[config.mk]
export PLATFORM = sky130hd
export DESIGN_NAME = slot_seq
export DESIGN_NICKNAME = d
export VERILOG_FILES = /design/src/rtl/slot_seq_pkg.sv /design/src/rtl/slot_extract.sv /design/src/rtl/word_buf.sv /design/src/rtl/slot_ctrl.sv /design/src/rtl/slot_seq.sv
export SDC_FILE = /design/constraint.sdc
export NUM_CORES = 1
export LEC_CHECK = 0
export BUFFER_PORTS_ARGS = -buffer_cell sky130_fd_sc_hd__buf_2
export CORE_ASPECT_RATIO = 0.6
export CORE_MARGIN = 8
export CORE_UTILIZATION = 46
export CTS_CLUSTER_DIAMETER = 40
export DETAILED_ROUTE_END_ITERATION = 6
export GPL_TIMING_DRIVEN = 0
export PLACE_DENSITY = 0.74
export SYNTH_ARGS = -nofsm -noshare
export SYNTH_HDL_FRONTEND = slang
export SYNTH_SLANG_ARGS = --single-unit
[constraint.sdc]
create_clock -name clk_i -period 2 [get_ports clk_i]
set_input_delay 0.3 -clock clk_i [delete_from_list [all_inputs] [get_ports clk_i]]
set_output_delay 0.3 -clock clk_i [all_outputs]
set_load 0.02 [all_outputs]
[src/rtl/slot_seq_pkg.sv]
package slot_seq_pkg;
  localparam int WORD_W  = 18;
  localparam int OP_W    = 5;
  localparam int SHORT_W = 3;
  localparam int SLOTS   = 4;
  localparam int SLOT_IW = $clog2(SLOTS);

  typedef logic [OP_W-1:0]    op_t;
  typedef logic [SLOT_IW-1:0] slot_t;

  // short slot sits in the high bits of the opcode; the low bits are zero
  function automatic op_t widen_short(input logic [SHORT_W-1:0] s);
    return {s, {(OP_W-SHORT_W){1'b0}}};
  endfunction
endpackage

[src/rtl/slot_extract.sv]
module slot_extract
  import slot_seq_pkg::*;
#(
  parameter int W_WORD  = WORD_W,
  parameter int W_OP    = OP_W,
  parameter int W_SHORT = SHORT_W,
  parameter int N_SLOT  = SLOTS,
  localparam int IW     = $clog2(N_SLOT)
) (
  input  logic [W_WORD-1:0] word_i,
  input  logic [IW-1:0]     sel_i,
  output logic [W_OP-1:0]   op_o
);
  logic [W_OP-1:0] slot_op [N_SLOT];

  for (genvar g = 0; g < N_SLOT; g++) begin : g_slot
    if (g < N_SLOT - 1) begin : g_full
      localparam int LSB = W_WORD - (g + 1) * W_OP;
      assign slot_op[g] = word_i[LSB +: W_OP];
    end else begin : g_short
      assign slot_op[g] = {word_i[W_SHORT-1:0], {(W_OP-W_SHORT){1'b0}}};
    end
  end

  assign op_o = slot_op[sel_i];
endmodule

[src/rtl/word_buf.sv]
module word_buf #(
  parameter int W_WORD = 18
) (
  input  logic              clk_i,
  input  logic              rst_ni,
  input  logic              load_i,
  input  logic [W_WORD-1:0] word_i,
  input  logic              release_i,
  output logic [W_WORD-1:0] word_o,
  output logic              vld_o
);
  logic [W_WORD-1:0] word_q;
  logic              vld_q;

  always_ff @(posedge clk_i or negedge rst_ni) begin
    if (!rst_ni) begin
      word_q <= '0;
      vld_q  <= 1'b0;
    end else begin
      if (load_i) begin
        word_q <= word_i;
        vld_q  <= 1'b1;
      end else if (release_i) begin
        vld_q  <= 1'b0;
      end
    end
  end

  assign word_o = word_q;
  assign vld_o  = vld_q;

  // held word never changes while it is being issued
  p_word_stable_r4: assert property (@(posedge clk_i) disable iff (!rst_ni)
    vld_q && !release_i |=> word_q == $past(word_q));

  // loads only land in an empty buffer
  p_load_empty_r4: assert property (@(posedge clk_i) disable iff (!rst_ni)
    load_i |-> !vld_q);
endmodule

[src/rtl/slot_ctrl.sv]
module slot_ctrl #(
  parameter int          W_OP      = 5,
  parameter int          N_SLOT    = 4,
  parameter int          CNT_W     = 8,
  parameter logic [W_OP-1:0] OP_LOOP = 5'h1C,
  parameter logic [(1<<W_OP)-1:0] CTRL_MASK = 32'h0000_000F,
  localparam int         IW        = $clog2(N_SLOT)
) (
  input  logic             clk_i,
  input  logic             rst_ni,
  input  logic             accept_i,
  input  logic             issue_i,
  input  logic [W_OP-1:0]  op_i,
  input  logic             loop_load_i,
  input  logic [CNT_W-1:0] loop_cnt_i,
  output logic [IW-1:0]    slot_o,
  output logic             end_word_o
);
  localparam logic [IW-1:0] LAST = IW'(N_SLOT - 1);

  logic [IW-1:0]    slot_q, slot_d;
  logic [CNT_W-1:0] cnt_q, cnt_d;
  logic             loop_take, ctrl_hit;

  assign loop_take  = issue_i && (op_i == OP_LOOP) && (cnt_q != '0);
  assign ctrl_hit   = CTRL_MASK[op_i];
  assign end_word_o = issue_i && !loop_take && (ctrl_hit || slot_q == LAST);

  always_comb begin
    slot_d = slot_q;
    if (accept_i || loop_take)       slot_d = '0;
    else if (issue_i && !end_word_o) slot_d = slot_q + IW'(1);
  end

  always_comb begin
    cnt_d = cnt_q;
    if (loop_load_i)    cnt_d = loop_cnt_i;
    else if (loop_take) cnt_d = cnt_q - CNT_W'(1);
  end

  always_ff @(posedge clk_i or negedge rst_ni) begin
    if (!rst_ni) begin
      slot_q <= '0;
      cnt_q  <= '0;
    end else begin
      slot_q <= slot_d;
      cnt_q  <= cnt_d;
    end
  end

  assign slot_o = slot_q;

  p_advance_r5: assert property (@(posedge clk_i) disable iff (!rst_ni)
    issue_i && !end_word_o && !loop_take |=> slot_q == $past(slot_q) + IW'(1));

  p_restart_r8: assert property (@(posedge clk_i) disable iff (!rst_ni)
    loop_take |=> slot_q == '0);

  p_cnt_dec_r8: assert property (@(posedge clk_i) disable iff (!rst_ni)
    loop_take && !loop_load_i |=> cnt_q == $past(cnt_q) - CNT_W'(1));

  p_cnt_load_r9: assert property (@(posedge clk_i) disable iff (!rst_ni)
    loop_load_i |=> cnt_q == $past(loop_cnt_i));
endmodule

[src/rtl/slot_seq.sv]
module slot_seq
  import slot_seq_pkg::*;
#(
  parameter int CNT_W = 8,
  parameter logic [OP_W-1:0] OP_LOOP = 5'h1C,
  parameter logic [(1<<OP_W)-1:0] CTRL_MASK = 32'h0000_000F
) (
  input  logic             clk_i,
  input  logic             rst_ni,
  input  logic [WORD_W-1:0] word_i,
  input  logic             word_valid_i,
  output logic             fetch_req_o,
  input  logic             loop_load_i,
  input  logic [CNT_W-1:0] loop_cnt_i,
  output logic [OP_W-1:0]  op_o,
  output logic             op_valid_o,
  output logic [SLOT_IW-1:0] slot_o
);
  localparam logic [SLOT_IW-1:0] LAST = SLOT_IW'(SLOTS - 1);

  logic [WORD_W-1:0]  cur_word;
  logic               buf_vld, accept, end_word;
  logic [SLOT_IW-1:0] slot;
  op_t                op;

  assign accept = !buf_vld && word_valid_i;

  word_buf #(.W_WORD(WORD_W)) u_buf (
    .clk_i     (clk_i),
    .rst_ni    (rst_ni),
    .load_i    (accept),
    .word_i    (word_i),
    .release_i (end_word),
    .word_o    (cur_word),
    .vld_o     (buf_vld)
  );

  slot_extract #(
    .W_WORD (WORD_W),
    .W_OP   (OP_W),
    .W_SHORT(SHORT_W),
    .N_SLOT (SLOTS)
  ) u_ext (
    .word_i (cur_word),
    .sel_i  (slot),
    .op_o   (op)
  );

  slot_ctrl #(
    .W_OP     (OP_W),
    .N_SLOT   (SLOTS),
    .CNT_W    (CNT_W),
    .OP_LOOP  (OP_LOOP),
    .CTRL_MASK(CTRL_MASK)
  ) u_ctrl (
    .clk_i       (clk_i),
    .rst_ni      (rst_ni),
    .accept_i    (accept),
    .issue_i     (buf_vld),
    .op_i        (op),
    .loop_load_i (loop_load_i),
    .loop_cnt_i  (loop_cnt_i),
    .slot_o      (slot),
    .end_word_o  (end_word)
  );

  assign fetch_req_o = !buf_vld;
  assign op_valid_o  = buf_vld;
  assign op_o        = op;
  assign slot_o      = slot;

  p_short_low_zero_r2: assert property (@(posedge clk_i) disable iff (!rst_ni)
    op_valid_o && slot_o == LAST |-> op_o[OP_W-SHORT_W-1:0] == '0);

  p_accept_slot0_r4: assert property (@(posedge clk_i) disable iff (!rst_ni)
    fetch_req_o && word_valid_i |=> op_valid_o && slot_o == '0);

  p_last_to_fetch_r6: assert property (@(posedge clk_i) disable iff (!rst_ni)
    op_valid_o && slot_o == LAST && op_o != OP_LOOP |=> fetch_req_o && !op_valid_o);

  p_ctrl_to_fetch_r7: assert property (@(posedge clk_i) disable iff (!rst_ni)
    op_valid_o && CTRL_MASK[op_o] && op_o != OP_LOOP |=> fetch_req_o);

  p_wait_hold_r6: assert property (@(posedge clk_i) disable iff (!rst_ni)
    fetch_req_o && !word_valid_i |=> fetch_req_o);
endmodule

Yosys cells after proc, flatten, opt, wreduce, memory -nomap -nowiden
Memories as Yosys holds them, arrays and structs flattened. Cells that the tools add are included.

Register bits after elaboration: 29. Memory bits (read-only): 32. Input port bits: 30. Output and inout port bits: 9. Memories: 1.

$add $sub $neg: 2. $lt $le $gt $ge: 2. Equality and inequality tests: 2. Muxes and demuxes: 10. Bitwise gates (word level): 1. Reduce and logical (&&, ||, !) cells: 15.

Memories: (no name shown) (words 32, width 1, rd ports 1, clocked after memory_dff 0, write ports 0, line slot_ctrl.sv:26) `assign ctrl_hit = CTRL_MASK[op_i];`.

Operators by type and width (count): $mux W8 (2); $bmux W5 S2 (1); $mux W5 (2); $reduce_bool A8 Y1 (1); $sub A8 B1 Y8 const B (1); $logic_and A1 B1 Y1 (6); $lt A5 B6 Y1 const B (1); $reduce_bool A2 Y1 (3); $eq A5 B5 Y1 const B (1); $mux W2 (2); $ge A3 B3 Y1 const B (1); $logic_not A1 Y1 (3); $mux W1 (3); $not A2 Y3 (1); $add A2 B1 Y2 const B (1); $eq A2 B2 Y1 const B (1); $logic_or A1 B1 Y1 (2).

Longest topological paths before layout
Word-level depth: 14. Depth in mapped cells: 8. Gate-level depth less buffers: 7.

Modules after synthesis
From an unflattened synthesis, not the netlist that was laid out.

Cell total of the unflattened synthesis: 123. Area total of the unflattened synthesis: 1584.0 um^2.

Modules (own cells, without submodules): word_buf (times used 1, cells each 41, area each 755.7 um^2); slot_ctrl (times used 1, cells each 69, area each 691.9 um^2); slot_extract (times used 1, cells each 11, area each 126.4 um^2); slot_seq (times used 1, cells each 2, area each 10.0 um^2).

Least setup slack after synthesis
No wires, ideal clock.

Kind: register -> register. From: reg u_ctrl.slot_q[1], in the netlist u_ctrl.slot_o[1]. To: reg u_ctrl.cnt_q[4]. Data arrival time: 2.208 ns. Slack: -0.331 ns. Stages on the path, launching flop included: 8. Period minus slack after synthesis: 2.331 ns. Cells stage by stage: dfrtp_1 buf_2 mux2i_1 o2bb2ai_1 or4_1 buf_2 o21a_1 o31a_1.

Cells in the longest elaborated chain, start to end: 8.

Ends and longest elaborated chain: start, declared (line slot_ctrl.sv:21) `logic [IW-1:0] slot_q, slot_d;`; start signal, assigned (line slot_ctrl.sv:46) `slot_q <= slot_d;`; $not A2 Y3 (implied by the code) (line slot_extract.sv:25) `assign op_o = slot_op[sel_i];`; $bmux W5 S2 (line slot_extract.sv:25); $mux W5 (implied by the code) (2 in series) (line slot_extract.sv:25); named net op_o[1] (line slot_seq.sv:15) `output logic [OP_W-1:0] op_o,`; $eq A5 B5 Y1 (line slot_ctrl.sv:25) `assign loop_take = issue_i && (op_i == OP_LOOP) && (cnt_q != '0);`; $logic_and A1 B1 Y1 (2 in series) (line slot_ctrl.sv:25); $reduce_bool A2 Y1 (no line); end signal, assigned (line slot_ctrl.sv:47) `cnt_q <= cnt_d;`; end, declared (line slot_ctrl.sv:22) `logic [CNT_W-1:0] cnt_q, cnt_d;`.

The timed path passes the listed nets, and every way through them passes these cells. The select of a mux whose other input is x is not followed. A chain may end at the register's enable or synchronous reset.

Worst setup path after layout
From: reg u_ctrl.slot_q[1], in the netlist u_ctrl.slot_o[1]. To: reg u_ctrl.cnt_q[4].

Cells in the longest elaborated chain, start to end: 8.

Ends and longest elaborated chain (line): $not A2 Y3 (implied by the code) (slot_extract.sv:25); $bmux W5 S2 (slot_extract.sv:25); $mux W5 (implied by the code) (2 in series) (slot_extract.sv:25); $eq A5 B5 Y1 (slot_ctrl.sv:25); $logic_and A1 B1 Y1 (2 in series) (slot_ctrl.sv:25); $reduce_bool A2 Y1 (no line).

No other way between the ends. The select of a mux whose other input is x is not followed.

==> summary.md <==
| Metric | Value |
|---|---|
| Compound-Gate Fraction of Synth Area | 8.30% |
| Ys flop type | dfrtp_1 |
| Fill cells | 270 |
| Worst slew margin | 57.6% |
| Critical Path Sink Type | flop |
| Failing checks | negative setup slack |
| Hold Violations, Final | 0 |
| Worst min path class | in -> async |
| Via density | 5.32 |
| Core box area | 3140 sq um |
| Adder-cell share of the synthesized area | 1.71% |
| MaxCap Viol Count | 0 |
| DRT Pass-1 Iters | 4 |
| Seq/Total Area, Yosys | 49.6% |
| Synth Area in XOR/XNOR | 1.20% |
| Pwr dens | 1550 nW/um^2 |
| Netlist cell types | 38 |
| First-pass GRT wire length | 5730 um |
| Final setup margin | -13.3 ps |
| Io pins | 39 |
| Total number of vias | 1191 |
| Die X | 88.8 um |
| Inserted Clock Buffers | 5 |
| Peak supply drop | 833 uV |
| Max-slew violation count | 0 |
| Number of enable flip-flop cells after synthesis | 0 |
| Final GP Congestion | 0.801 |
| CP bufs+invs | 1 |
| Wirelength per Cell | 16.0 um |
| Post-route ant nets | 0 |
| Place WS | -230 ps |
| Final core occ | 61.8% |
| Die Y | 59.7 um |
| Mapped Area | 1460 sq um |
| Reg2reg path depth | 6 |
| Inserted Diodes | 0 |
| Share of the synthesized area in the top cell type | 49.6% |
| Sink Count | 29 |
| Vias in the first global route | 1240 |
| RSZ-0062 raised after global routing | true |
| Outcome | finished, violations left |
| Overflow after GRT | 0 |
| Port Buf Inserts | 38 |
| Total number of yosys warnings | 0 |
| Largest net degree at the start of global routing | 30 |
| Worst skew pair latency | 280 ps |
| Worst Path Required | 2170 ps |
| Nets | 210 |
| FF+latch area | 728 sq um |
| Initial antenna violation count | 0 |
| Largest family of logic cells by synthesized area | multiplexers |
| Min Clock Period, post-route | 2010 ps |
| Crit. path cell count | 6 |
| Rows | 16 |
| Seq cells post-synth | 29 |
| Worst path cell trace | buf_6 -> mux4_2 -> nand3_2 -> or4_4 -> o21a_1 -> o31a_1 |
| WL final | 3590 um |
| Initial DRC Count | 66 |
| Final period util | 101% |
| Async S/R FF share, synth | 100% |
| Leakage power | 0.854 nW |
| Fmax | 0.497 GHz |
| Proportion of synthesized area in mux cells | 20.5% |
| Post-Synthesis Cells | 123 |
| Most common cell in the netlist | dfrtp_1 |
| Synth Net Count | 155 |
| Delay of the slowest critical-path stage | 470 ps |
| CP Max Fanout | 6 |
| Die Area | 5300 sq um |
| Post-synthesis simple-gate area fraction | 15.7% |
| Post-synth top cells | dfrtp_1, mux2_2, mux2_1 |
| CP Class | reg -> reg |
| Clock-pin slew on the worst setup and hold paths | 60 ps |
| Clk root buf | clkbuf_8 |
| Share of cells above drive strength 1 | 49.2% |
| Post-route DRC violation count | 0 |
| Synth Area per Inst | 11.9 sq um |
| Critical path data arrival time | 2180 ps |
| Starting Density | 46.5% |
| Largest cells by area after synthesis | dfrtp_1, mux2_2, mux2_1, mux4_2, nor2b_1 |
| CTS tree | done |
| Hpwl dp | 2530 um |
| Footprint of the multi-input gates | 753 sq um |
| CP Launch Type | flop |
| Synth area leader | dfrtp_1 |
| Crit path max-delay cell type | dfrtp_2 |
| Top delay family on crit path | simple AND/OR/NAND/NOR gates |
| Area grow syn2layout | 32.8% |
| Clock Skew | 6.72 ps |
| Max Root-Sink Buffers | 2 |
| H-tree Lvls | 2 |
| Slew of the pin with the lowest slew margin | 635 ps |
| GRT Overall Usage | 14.4% |
| Final Setup Violations | 1 |
[power breakdown]
group / leakage (nW) / switching [mW] / total [mW] / internal [mW]
clock: 0.0455 / 0.210 / 0.489 / 0.280
sequential: 0.337 / 0.190 / 1.03 / 0.839
combinational: 0.471 / 0.765 / 1.50 / 0.731
total: 0.854 / 1.16 / 3.01 / 1.85
[timing repair]
item / CTS / global route
setup endpoints to repair: 6 / 6
pin swaps: 6 / 3
hold buffers: 0 / 0
cloned: 0 / 0
gates resized for setup: 8 / 9
setup buffers: 9 / 5
[per-layer routing]
| layer | routed length (um) | up-vias | GRT usage, % |
|---|---|---|---|
| li1 | - | 558 | - |
| met1 | 1550 | 586 | 17.0 |
| met2 | 1720 | 39 | 22.9 |
| met3 | 250 | 8 | 5.08 |
| met4 | 69 | 0 | 6.68 |
| met5 | 0 | - | 0 |
[metrics by stage]
stage	TNS (ps)	power [mW]	cells	cell area (sq um)	hold WS [ps]
6_report	-13.3	3.01	224	1940	36.2
5_1_grt	-196	3.20	224	1940	87.5
4_1_cts	-351	2.94	220	1900	65.5
3_5_place_dp	-680	2.29	206	1730	357
3_3_place_gp	-386	2.24	206	1730	350
2_1_floorplan	-385	1.92	123	1480	4.41
[kinds of logic after synthesis]
family	count (synthesis)
AO/OA/AOI/OAI	17
XOR/XNOR	2
adder cells (fa/ha/maj)	2
buffers and inverters	10
flip-flops	29
multiplexers	24
AND/OR/NAND/NOR	39
[layout make-up]
cell class                 count  share of cell area (%)
multi-input combinational     84                    38.8
sequential                    29                    37.5
timing repair buffer          51                    14.9
clock buffer                   8                    4.64
tap                           45                    2.90
buffer                         4                   0.773
inverter                       3                   0.580
[registers in the layout, summed over array words and instances (netlist names)]
register	flops
u_ctrl.slot_o	2
u_ctrl.cnt_q	8
u_buf.vld_o	1
u_buf.word_o	18
[cell usage in the layout, fill, tap and decap left out, types with 3 or more instances in the layout]
cell      Yosys  layout
buf_2         2      39
dfrtp_1      29      27
mux2_2       11      11
buf_4         1      11
mux2_1        7       7
nor2b_1       6       6
nand2_1       6       6
clkbuf_8      0       6
nor2_1        5       4
clkbuf_1      2       4
o21ai_1       6       4
mux4_2        3       3
nor3_1        4       3
or3_1         3       3
[path summary, 6_finish.rpt]
path	start	end	slack, ps
worst max-delay path	u_ctrl.slot_o[1]$_DFFE_PN0P_	u_ctrl.cnt_q[4]$_DFFE_PN0P_	-10
worst min-delay path	rst_ni	u_buf.vld_o$_DFFE_PN0P_	40
worst max register to register	u_ctrl.slot_o[1]$_DFFE_PN0P_	u_ctrl.cnt_q[4]$_DFFE_PN0P_	-10
worst min register to register	u_buf.word_o[15]$_DFFE_PN0P_	u_buf.word_o[15]$_DFFE_PN0P_	480
max in group asynchronous	rst_ni	u_ctrl.slot_o[1]$_DFFE_PN0P_	1520
min in group clk_i	loop_cnt_i[0]	u_ctrl.cnt_q[0]$_DFFE_PN0P_	230
Note: power is estimated with default switching activity, not from simulation.
